===== src/rtl/mcf_pkg.sv =====
package mcf_pkg;

   // one address byte through the serial CRC, LSB first
   function automatic logic [31:0] crc_step_byte(input logic [31:0] crc_in,
                                                 input logic [7:0]  data,
                                                 input logic [31:0] poly);
      logic [31:0] c;
      logic        fb;
      c = crc_in;
      for (int j = 0; j < 8; j++) begin
         fb = c[31] ^ data[j];
         c  = {c[30:0], 1'b0};
         if (fb) c = c ^ poly;
      end
      return c;
   endfunction

   function automatic logic [31:0] byte_rev32(input logic [31:0] w);
      return {w[7:0], w[15:8], w[23:16], w[31:24]};
   endfunction

endpackage


===== src/rtl/mcf_crc_unit.sv =====
module mcf_crc_unit #(
   parameter int          HASH_BITS = 6,
   parameter logic [31:0] POLY      = 32'h04C11DB7
) (
   input  logic                 clk,
   input  logic                 rst_n,
   input  logic                 take,
   input  logic                 seed,
   input  logic [7:0]           data,
   output logic [HASH_BITS-1:0] hash_idx
);
   import mcf_pkg::*;

   logic [31:0] crc_q;
   logic [31:0] crc_src;
   logic [31:0] crc_n;

   assign crc_src  = seed ? '1 : crc_q;
   assign crc_n    = crc_step_byte(crc_src, data, POLY);
   assign hash_idx = crc_n[31 -: HASH_BITS];

   always_ff @(posedge clk or negedge rst_n) begin
      if (!rst_n)    crc_q <= '1;
      else if (take) crc_q <= crc_n;
   end
endmodule


===== src/rtl/mcf_hash_table.sv =====
module mcf_hash_table #(
   parameter int HASH_BITS = 6,
   parameter bit BYTE_SWAP = 1'b0
) (
   input  logic                 clk,
   input  logic                 rst_n,
   input  logic                 wr_en,
   input  logic                 wr_sel,
   input  logic [31:0]          wr_data,
   input  logic [HASH_BITS-1:0] idx,
   output logic                 hit
);
   import mcf_pkg::*;

   localparam int TBL_W  = 1 << HASH_BITS;
   localparam int HALF_W = TBL_W / 2;

   logic [TBL_W-1:0] tbl_q;

   generate
      if (BYTE_SWAP) begin : g_swapped
         always_ff @(posedge clk or negedge rst_n) begin
            if (!rst_n) tbl_q <= '0;
            else if (wr_en) begin
               if (!wr_sel) tbl_q[TBL_W-1:HALF_W] <= byte_rev32(wr_data);
               else         tbl_q[HALF_W-1:0]     <= byte_rev32(wr_data);
            end
         end
      end else begin : g_linear
         always_ff @(posedge clk or negedge rst_n) begin
            if (!rst_n) tbl_q <= '0;
            else if (wr_en) begin
               if (!wr_sel) tbl_q[HALF_W-1:0]     <= wr_data;
               else         tbl_q[TBL_W-1:HALF_W] <= wr_data;
            end
         end
      end
   endgenerate

   assign hit = tbl_q[idx];
endmodule


===== src/rtl/mcf_classifier.sv =====
module mcf_classifier (
   input  logic       clk,
   input  logic       rst_n,
   input  logic       take,
   input  logic       seed,
   input  logic [7:0] data,
   input  logic [7:0] sta_byte,
   output logic       phys_n,
   output logic       bcast_n,
   output logic       group_n
);
   logic phys_q, bcast_q, group_q;

   assign phys_n  = (seed | phys_q)  & (data == sta_byte);
   assign bcast_n = (seed | bcast_q) & (&data);
   assign group_n = seed ? data[0] : group_q;

   always_ff @(posedge clk or negedge rst_n) begin
      if (!rst_n) begin
         phys_q  <= 1'b0;
         bcast_q <= 1'b0;
         group_q <= 1'b0;
      end else if (take) begin
         phys_q  <= phys_n;
         bcast_q <= bcast_n;
         group_q <= group_n;
      end
   end
endmodule


===== src/rtl/mcast_addr_filter.sv =====
module mcast_addr_filter #(
   parameter int          ADDR_BYTES = 6,
   parameter int          HASH_BITS  = 6,
   parameter bit          BYTE_SWAP  = 1'b0,
   parameter logic [31:0] CRC_POLY   = 32'h04C11DB7
) (
   input  logic        clk,
   input  logic        rst_n,
   input  logic        frm_start,
   input  logic        byte_vld,
   input  logic [7:0]  byte_data,
   input  logic        frm_end,
   input  logic [3:0]  cfg_accept,
   input  logic [31:0] sta_lo,
   input  logic [15:0] sta_hi,
   input  logic        tbl_wr_en,
   input  logic        tbl_wr_sel,
   input  logic [31:0] tbl_wr_data,
   output logic        dec_valid,
   output logic        accept,
   output logic        reject,
   output logic        flag_bcast,
   output logic        flag_phys,
   output logic        flag_mcast
);
   localparam int CNT_W = $clog2(ADDR_BYTES + 1);
   localparam logic [CNT_W-1:0] LAST_IDX = CNT_W'(ADDR_BYTES - 1);

   generate
      if (ADDR_BYTES != 6) begin : g_bad_len
         $error("mcast_addr_filter: ADDR_BYTES must be 6");
      end
      if (HASH_BITS != 6) begin : g_bad_hash
         $error("mcast_addr_filter: HASH_BITS must be 6 for two 32-bit table words");
      end
   endgenerate

   // station bytes in wire order
   logic [7:0] sta_b [ADDR_BYTES];
   logic [47:0] sta_flat;
   assign sta_flat = {sta_hi, sta_lo};
   generate
      for (genvar k = 0; k < ADDR_BYTES; k++) begin : g_sta
         assign sta_b[k] = sta_flat[8*k +: 8];
      end
   endgenerate

   logic             active_q;
   logic [CNT_W-1:0] cnt_q;
   logic             first, take, last, short_end;
   logic [CNT_W-1:0] idx;
   logic [7:0]       sta_sel;

   assign first     = byte_vld & frm_start;
   assign take      = byte_vld & (frm_start | active_q);
   assign idx       = frm_start ? '0 : cnt_q;
   assign last      = take & (idx == LAST_IDX);
   assign short_end = frm_end & ~last & (active_q | take);

   always_comb begin
      sta_sel = '0;
      for (int k = 0; k < ADDR_BYTES; k++)
         if (idx == CNT_W'(k)) sta_sel = sta_b[k];
   end

   logic [HASH_BITS-1:0] hash_idx;
   logic                 hash_hit;
   logic                 phys_n, bcast_n, group_n;

   mcf_crc_unit #(.HASH_BITS(HASH_BITS), .POLY(CRC_POLY)) u_crc (
      .clk(clk), .rst_n(rst_n), .take(take), .seed(frm_start),
      .data(byte_data), .hash_idx(hash_idx));

   mcf_hash_table #(.HASH_BITS(HASH_BITS), .BYTE_SWAP(BYTE_SWAP)) u_tbl (
      .clk(clk), .rst_n(rst_n), .wr_en(tbl_wr_en), .wr_sel(tbl_wr_sel),
      .wr_data(tbl_wr_data), .idx(hash_idx), .hit(hash_hit));

   mcf_classifier u_cls (
      .clk(clk), .rst_n(rst_n), .take(take), .seed(frm_start),
      .data(byte_data), .sta_byte(sta_sel),
      .phys_n(phys_n), .bcast_n(bcast_n), .group_n(group_n));

   logic is_bcast, is_mcast, acc_c;
   assign is_bcast = bcast_n;
   assign is_mcast = group_n & ~bcast_n;
   assign acc_c    = cfg_accept[0]
                   | (cfg_accept[1] & phys_n)
                   | (cfg_accept[2] & is_mcast & hash_hit)
                   | (cfg_accept[3] & is_bcast);

   always_ff @(posedge clk or negedge rst_n) begin
      if (!rst_n) begin
         active_q   <= 1'b0;
         cnt_q      <= '0;
         dec_valid  <= 1'b0;
         accept     <= 1'b0;
         reject     <= 1'b0;
         flag_bcast <= 1'b0;
         flag_phys  <= 1'b0;
         flag_mcast <= 1'b0;
      end else begin
         if (take) cnt_q <= idx + 1'b1;

         if (last || short_end) active_q <= 1'b0;
         else if (first)        active_q <= 1'b1;

         if (last) begin
            dec_valid  <= 1'b1;
            accept     <= acc_c;
            reject     <= ~acc_c;
            flag_bcast <= acc_c & is_bcast;
            flag_phys  <= acc_c & phys_n;
            flag_mcast <= acc_c & is_mcast;
         end else if (short_end) begin
            dec_valid  <= 1'b1;
            accept     <= 1'b0;
            reject     <= 1'b1;
            flag_bcast <= 1'b0;
            flag_phys  <= 1'b0;
            flag_mcast <= 1'b0;
         end else if (first) begin
            dec_valid  <= 1'b0;
            accept     <= 1'b0;
            reject     <= 1'b0;
            flag_bcast <= 1'b0;
            flag_phys  <= 1'b0;
            flag_mcast <= 1'b0;
         end
      end
   end
endmodule


===== config.mk =====
export PLATFORM = sky130hd
export DESIGN_NAME = mcast_addr_filter
export DESIGN_NICKNAME = d
export VERILOG_FILES = /design/src/rtl/mcf_pkg.sv /design/src/rtl/mcf_crc_unit.sv /design/src/rtl/mcf_hash_table.sv /design/src/rtl/mcf_classifier.sv /design/src/rtl/mcast_addr_filter.sv
export SDC_FILE = /design/constraint.sdc
export NUM_CORES = 1
export LEC_CHECK = 0
export BUFFER_PORTS_ARGS = -buffer_cell sky130_fd_sc_hd__buf_4
export CAP_MARGIN = 20
export CORE_AREA = 2 2 95 143
export CTS_BUF_LIST = sky130_fd_sc_hd__clkbuf_8 sky130_fd_sc_hd__clkbuf_16
export DETAILED_ROUTE_END_ITERATION = 8
export DIE_AREA = 0 0 97 145
export GPL_ROUTABILITY_DRIVEN = 0
export PLACE_DENSITY = 0.87
export RECOVER_POWER = 100
export SLEW_MARGIN = 10
export SYNTH_ARGS = -nofsm -noshare
export SYNTH_HDL_FRONTEND = slang
export SYNTH_SLANG_ARGS = --single-unit
export TNS_END_PERCENT = 50

===== constraint.sdc =====
create_clock -name clk -period 3.4 [get_ports clk]
set_clock_uncertainty 0.15 [all_clocks]
set_input_delay 0.34 -clock clk [delete_from_list [all_inputs] [get_ports clk]]
set_output_delay 0.34 -clock clk [all_outputs]
set_load 0.005 [all_outputs]

Word level (Yosys, flattened, before mapping)
Cells that the tools add are included.
{"block": "classes", "add_sub_neg": 1, "n_mul": 0, "n_div": 0, "magnitude_cmp": 1, "eq_ne": 6, "shifts": 0, "n_mux": 30, "bitwise_logic": 42, "n_reduce_logical": 7}
{"op": "27-bit two-way mux", "n": 8}
{"op": "14-bit NOT", "n": 8}
{"op": "8-bit two-way mux", "n": 6}
{"op": "32-bit two-way mux", "n": 1}
{"op": "1-bit bitwise AND", "n": 15}
{"op": "1-bit two-way mux", "n": 13}
{"op": "8-bit equality test", "n": 1}
{"op": "8-bit AND reduction", "n": 1}
{"op": "1-bit bitwise XOR", "n": 8}
{"op": "6-bit by 7-bit < comparator with 1-bit output (second input constant)", "n": 1}
{"op": "1-bit OR", "n": 7}
{"op": "1-bit binary-select mux with 6-bit select", "n": 1}
{"op": "3-bit by 2-bit equality test with 1-bit output (second input constant)", "n": 2}
{"op": "3-bit equality test (second input constant)", "n": 2}
{"op": "1-bit NOT", "n": 4}
{"op": "2-bit AND reduction", "n": 2}
{"op": "3-bit by 1-bit adder with 3-bit output (second input constant)", "n": 1}
{"op": "3-bit by 1-bit equality test with 1-bit output (second input constant)", "n": 1}
{"op": "3-bit logical NOT", "n": 1}
{"op": "3-bit two-way mux", "n": 1}
{"op": "3-bit nonzero test", "n": 1}
{"op": "2-bit nonzero test", "n": 1}
{"op": "1-bit logical OR", "n": 1}
{"block": "word_totals", "reg_bits": 109, "latchBits": 0, "ramBits": 0, "mem_bits_ro": 0, "in_bits": 99, "elab_cells": 101, "n_memories": 0}

Longest topological paths before layout
{"block": "depth", "word_depth": 24, "depth_mapped": 20, "ltp_nobuf": 14}

Cells and area by module
Synthesis repeated with hierarchy kept, for this count alone.
{"block": "hier_totals", "cells_unflattened": 549, "area_unflattened_um2": 6623.9}
{"module": "mcf_hash_table", "instances": 1, "cells_per_inst": 177, "area_per_inst_um2": 2962.8, "seq_area_each_um2": 1601.5}
{"module": "mcf_crc_unit", "instances": 1, "cells_per_inst": 241, "area_per_inst_um2": 2519.9, "seq_area_each_um2": 840.8}
{"module": "mcast_addr_filter", "instances": 1, "cells_per_inst": 108, "area_per_inst_um2": 899.6, "seq_area_each_um2": 250.2}
{"module": "mcf_classifier", "instances": 1, "cells_per_inst": 23, "area_per_inst_um2": 241.5, "seq_area_each_um2": 75.1}

Least setup slack after synthesis
OpenSTA, ideal clock, no wires.
{"block": "synth_timing", "path_type": "input-to-reg", "from": "input frm_start", "to": "register flag_bcast", "setup_ps": 67, "arrival_time_ps": 4312, "setup_slack_ps": -1129, "cell_stages": 19, "path_cell_list": "buf_4 -> buf_2 -> buf_4 -> clkbuf_1 -> clkbuf_1 -> nand2b_1 -> inv_1 -> ha_1 -> ha_1 -> clkbuf_1 -> nor2_1 -> o21ai_1 -> o21a_1 -> a2bb2oi_1 -> a2111oi_0 -> nand4_1 -> o2111a_1 -> a2111oi_4 -> a22o_1"}
{"block": "synth_between", "elab_chain_cells": 19, "word_cells_on_any_way": 67}
{"item": "start, declared", "line_no": "mcast_addr_filter.sv:9", "source": "input logic frm_start,"}
{"item": "32-bit two-way mux", "line_no": "mcf_crc_unit.sv:18", "source": "assign crc_src = seed ? '1 : crc_q;"}
{"item": "27-bit two-way mux (3 in a row)", "line_no": "mcf_pkg.sv:13", "source": "if (fb) c = c ^ poly;"}
{"item": "14-bit NOT (no source line)"}
{"item": "27-bit two-way mux", "line_no": "mcf_pkg.sv:13"}
{"item": "14-bit NOT (no source line)"}
{"item": "27-bit two-way mux (3 in a row)", "line_no": "mcf_pkg.sv:13"}
{"item": "14-bit NOT (no source line)"}
{"item": "27-bit two-way mux", "line_no": "mcf_pkg.sv:13"}
{"item": "1-bit binary-select mux with 6-bit select", "line_no": "mcf_hash_table.sv:40", "source": "assign hit = tbl_q[idx];"}
{"item": "1-bit two-way mux (not written as such)", "line_no": "mcf_hash_table.sv:40"}
{"item": "1-bit bitwise AND", "line_no": "mcast_addr_filter.sv:88", "source": "| (cfg_accept[2] & is_mcast & hash_hit)"}
{"item": "1-bit OR", "line_no": "mcast_addr_filter.sv:88"}
{"item": "1-bit OR", "line_no": "mcast_addr_filter.sv:89", "source": "| (cfg_accept[3] & is_bcast);"}
{"item": "1-bit bitwise AND", "line_no": "mcast_addr_filter.sv:111", "source": "flag_bcast <= acc_c & is_bcast;"}
{"item": "1-bit two-way mux", "line_no": "mcast_addr_filter.sv:107", "source": "if (last) begin"}
{"item": "end signal, assigned", "line_no": "mcast_addr_filter.sv:111"}
{"item": "end, declared", "line_no": "mcast_addr_filter.sv:22", "source": "output logic flag_bcast,"}
Several ways; a longest one is shown, not always the timed one. The select of a mux whose other input is x is not followed.
A chain may end at the register's enable or synchronous reset.

Worst setup path in the final report
{"block": "layout_timing", "from": "register u_crc.crc_q[27]", "to": "register flag_bcast"}
{"block": "layout_between", "elab_chain_cells": 14}
{"item": "start, declared", "line_no": "mcf_crc_unit.sv:14", "source": "logic [31:0] crc_q;"}
{"item": "start signal, assigned", "line_no": "mcf_crc_unit.sv:24", "source": "else if (take) crc_q <= crc_n;"}
{"item": "32-bit two-way mux *", "line_no": "mcf_crc_unit.sv:18"}
{"item": "1-bit bitwise XOR *", "line_no": "mcf_pkg.sv:11", "source": "fb = c[31] ^ data[j];"}
{"item": "27-bit two-way mux *", "line_no": "mcf_pkg.sv:13"}
{"item": "27-bit two-way mux (2 in a row)", "line_no": "mcf_pkg.sv:13"}
{"item": "14-bit NOT (no source line)"}
{"item": "27-bit two-way mux", "line_no": "mcf_pkg.sv:13"}
{"item": "1-bit binary-select mux with 6-bit select *", "line_no": "mcf_hash_table.sv:40"}
{"item": "1-bit two-way mux (not written as such) *", "line_no": "mcf_hash_table.sv:40"}
{"item": "1-bit bitwise AND *", "line_no": "mcast_addr_filter.sv:88"}
{"item": "1-bit OR *", "line_no": "mcast_addr_filter.sv:88"}
{"item": "1-bit OR *", "line_no": "mcast_addr_filter.sv:89"}
{"item": "1-bit bitwise AND *", "line_no": "mcast_addr_filter.sv:111"}
{"item": "1-bit two-way mux *", "line_no": "mcast_addr_filter.sv:107"}
Every way passes the cells marked *; elsewhere a longest branch is shown, timed or not. The select of a mux whose other input is x is not followed.

==> impl_results.md <==
- Netlist cell types: 57
- Root Buffer: clkbuf_16
- Final net count: 824
- I/O pins: ~110
- Pre-CTS setup slack: -341.2 ps
- Crit share post-route: 1.051
- Ys async rst share: 1.000
- Core area: 0.01283 mm^2
- Post-synth EDFFs: 0
- Post-Place Cells: 857
- Leading registers by flop count: u_tbl.tbl_q (64), u_crc.crc_q (32), cnt_q (3)
- CTS tree: done
- Gr ovfl total: 0
- Setup Viol. Count Final: 5
- WL/cell: roughly 20 um
- Die height: 145 um
- Layout overhead on the synthesized area: 26.07%
- Worst Hold Depth: 2
- First-pass GRT wire length: ~27000 um
- Netlist Area Pre-Place: between 0.006 and 0.007 mm^2
- R2R cell count: 12
- Final Power: 7.608 mW
- Design Area, Final: 0.008277 mm^2
- Syn Area/Cell: 11.26 um^2
- Share of cells above drive strength 1: 0.4483
- Dpl cell area: 0.007816 mm^2
- Worst-Skew Late Latency: ~350 ps
- Die Wd: 97 um
- P_leak: about 3.5 nW
- Reg2Reg Setup Slack: -170 ps
- Antenna Nets Post-Route: 0
- Ant diodes: 0
- Critical path depth in cells: 12
- Register area share after synthesis: 0.4216
- Slowest CP cell: dfstp_2
- Initial antenna violation count: 0
- Final Max Slew Viols: 160
- VDD IR max: 0.5313 mV
- DPL Wire Length: 12650 um
- Via count: 5160
- Synthesis Warnings: 0
- Starting Density: 0.5119
- Clock Path Buffers: 2
- Largest stage delay on the critical path: 540 ps
- Tot GR Track Use: 0.2401
- Full die area: 0.01407 mm^2
- Setup crit start kind: register
- H-Tree Level Count: 3
- Mapped Nets: 687
- Final wirelength: 17300 um
- First DRT Iteration DRCs: 283
- Setup WS post-layout: -172.8 ps
- Max_slew headroom: -0.4850
- Endpoint class of the critical path: register
- Crit Path Class: register to register
- Critical-path maximum fanout: 8
- Vias in the first global route: 5453
- Max reg flops: 64
- CP top delay family: compound AO/OA/AOI/OAI gates
- Worst-path cell chain: xor3_1 -> nor2_4 -> xnor2_4 -> xnor2_4 -> buf_12 -> buf_12 -> mux4_2 -> a22oi_2 -> a21oi_2 -> o311ai_2 -> a2111oi_4 -> a22o_1
- Most flop-heavy register: u_tbl.tbl_q
- Sink Count: 109
- Flops & latches, synth: 109
- Final core utilization: 0.6453
- IO buf count: 104
- DR DRC count: 0
- Num rows: 51
- Clock slew at reported path FFs: 70 ps
- Power per Cell Area: ~920 mW/mm^2
- Final critical-path required period: 3573 ps
- Final Hold Vio Count: 0
- # Max-Cap Violations: 3
- Hold WC Path Type: primary input to register
- DRT Pass-1 Iters: 8
- Post-Syn Instances: 583
- Worst endpoint data arrival time: 3660 ps
- Fin cells: 884
- Critical path buffers and inverters: 2
- Via-to-Cell Ratio: ~5.8
- Status: complete, but fails checks
- Most used flip-flop cell after synthesis: dfrtp_1
- TritonCTS buffer count: 9
- Failing checks: max-capacitance violations, max-slew violations, negative setup slack
- Setup TNS: -665.6 ps
- Worst path required time: roughly 3500 ps
- Worst-Margin Slew: 2227 ps
- Largest net degree at the start of global routing: 94
- Fmax: 0.2799 GHz
- Final hold slack: about 76 ps
- RSZ-0062 raised after global routing: yes
-- synthesized netlist by cell type, drive strengths merged (2+ instances only) --
library cell	instances	share of area
dfstp	32	0.13
nor2	46	0.027
a2111oi	3	0.0069
o22ai	3	0.0029
o21ai	48	0.037
a21oi	12	0.0091
ha	5	0.0095
xor2	21	0.029
dfrtp	77	0.29
a2bb2oi	3	0.0040
nand2	46	0.026
mux4	16	0.061
a211oi	2	0.0030
o21a	2	0.0023
xnor2	76	0.12
o211ai	3	0.0034
clkbuf	19	0.011
inv	11	0.0067
nand4	3	0.0029
nand3	9	0.0069
buf	20	0.020
nor2b	10	0.0095
a31o	2	0.0027
a221o	2	0.0030
a221oi	5	0.0067
nand2b	4	0.0038
mux2	71	0.12
a31oi	4	0.0038
xor3	3	0.011
a22oi	10	0.011
a22o	4	0.0053
-- report_power, final --
| part | internal, mW | switching [mW] | leakage [nW] |
|---|---|---|---|
| sequential | 1.76 | 0.255 | 1.25 |
| clock | 0.508 | 0.501 | 0.138 |
| combinational | 2.45 | 2.13 | 2.08 |
-- layout by cell type (no fill, tap or decap), drive strengths merged, types with 2 or more instances in the layout --
| master | netlist | layout |
|---|---|---|
| buf | 20 | 150 |
| dfrtp | 77 | 77 |
| xnor2 | 76 | 76 |
| mux2 | 71 | 71 |
| o21ai | 48 | 48 |
| nand2 | 46 | 46 |
| nor2 | 46 | 46 |
| dfstp | 32 | 32 |
| clkbuf | 19 | 23 |
| xor2 | 21 | 21 |
| mux4 | 16 | 16 |
| inv | 11 | 13 |
| a21oi | 12 | 12 |
| nor2b | 10 | 10 |
| a22oi | 10 | 10 |
| nand3 | 9 | 9 |
| a221oi | 5 | 5 |
| ha | 5 | 5 |
| a31oi | 4 | 4 |
| a22o | 4 | 4 |
| clkinv | 0 | 4 |
| nand2b | 4 | 4 |
| a2bb2oi | 3 | 3 |
| o211ai | 3 | 3 |
| o22ai | 3 | 3 |
| a2111oi | 3 | 3 |
| nand4 | 3 | 3 |
| xor3 | 3 | 3 |
| o21a | 2 | 2 |
| a221o | 2 | 2 |
| a211oi | 2 | 2 |
| a31o | 2 | 2 |
-- cells by family after synthesis --
family	count (synthesis)	synth area share
adders and majority gates	5	0.009529
buffers and inverters	50	0.03716
and+or+nand+nor	120	0.07909
xor gates and xnor gates	100	0.1551
DFF	109	0.4216
AOI/OAI and AO/OA	111	0.1130
muxes	88	0.1845
-- final timing paths --
| kind | startpoint | end |
|---|---|---|
| max | u_crc.crc_q[27] | flag_bcast |
| min | tbl_wr_data[9] | u_tbl.tbl_q[41] |
| max reg2reg | u_crc.crc_q[27] | flag_bcast |
| min reg2reg | u_crc.crc_q[9] | u_crc.crc_q[9] |
| max in group asynchronous | rst_n | u_crc.crc_q[22] |
| min in group asynchronous | rst_n | u_tbl.tbl_q[19] |
-- area by class of cell --
class / instances / area (um^2)
Fill cell: 955 / 4549
Inverter: 11 / 46.29
Multi-Input combinational cell: 424 / 3712
Sequential cell: 109 / 2768
Tap cell: 159 / 198.9
Timing Repair Buffer: 165 / 1267
Clock buffer: 9 / 225.2
Clock inverter: 7 / 58.81
-- per-layer routing --
metal | GRT usage | share of wire | vias to the layer above
met2 | 0.4528 | 0.56 | 209
met5 | 0 | 0 | -
met4 | 0.09014 | 0.029 | 0
met1 | 0.2692 | 0.36 | 2587
met3 | 0.03516 | 0.046 | 48
li1 | - | - | 2316
-- what timing repair did --
action                                  in CTS  in global routing
resized for setup                            8                 21
endpoints found under the setup margin       5                  5
pin swaps                                    5                 21
setup buffers                                2                  9
hold buffers                                 0                  1
hold endpoints to repair                     0                 36
No activity file was read; power rests on OpenSTA's default activity.
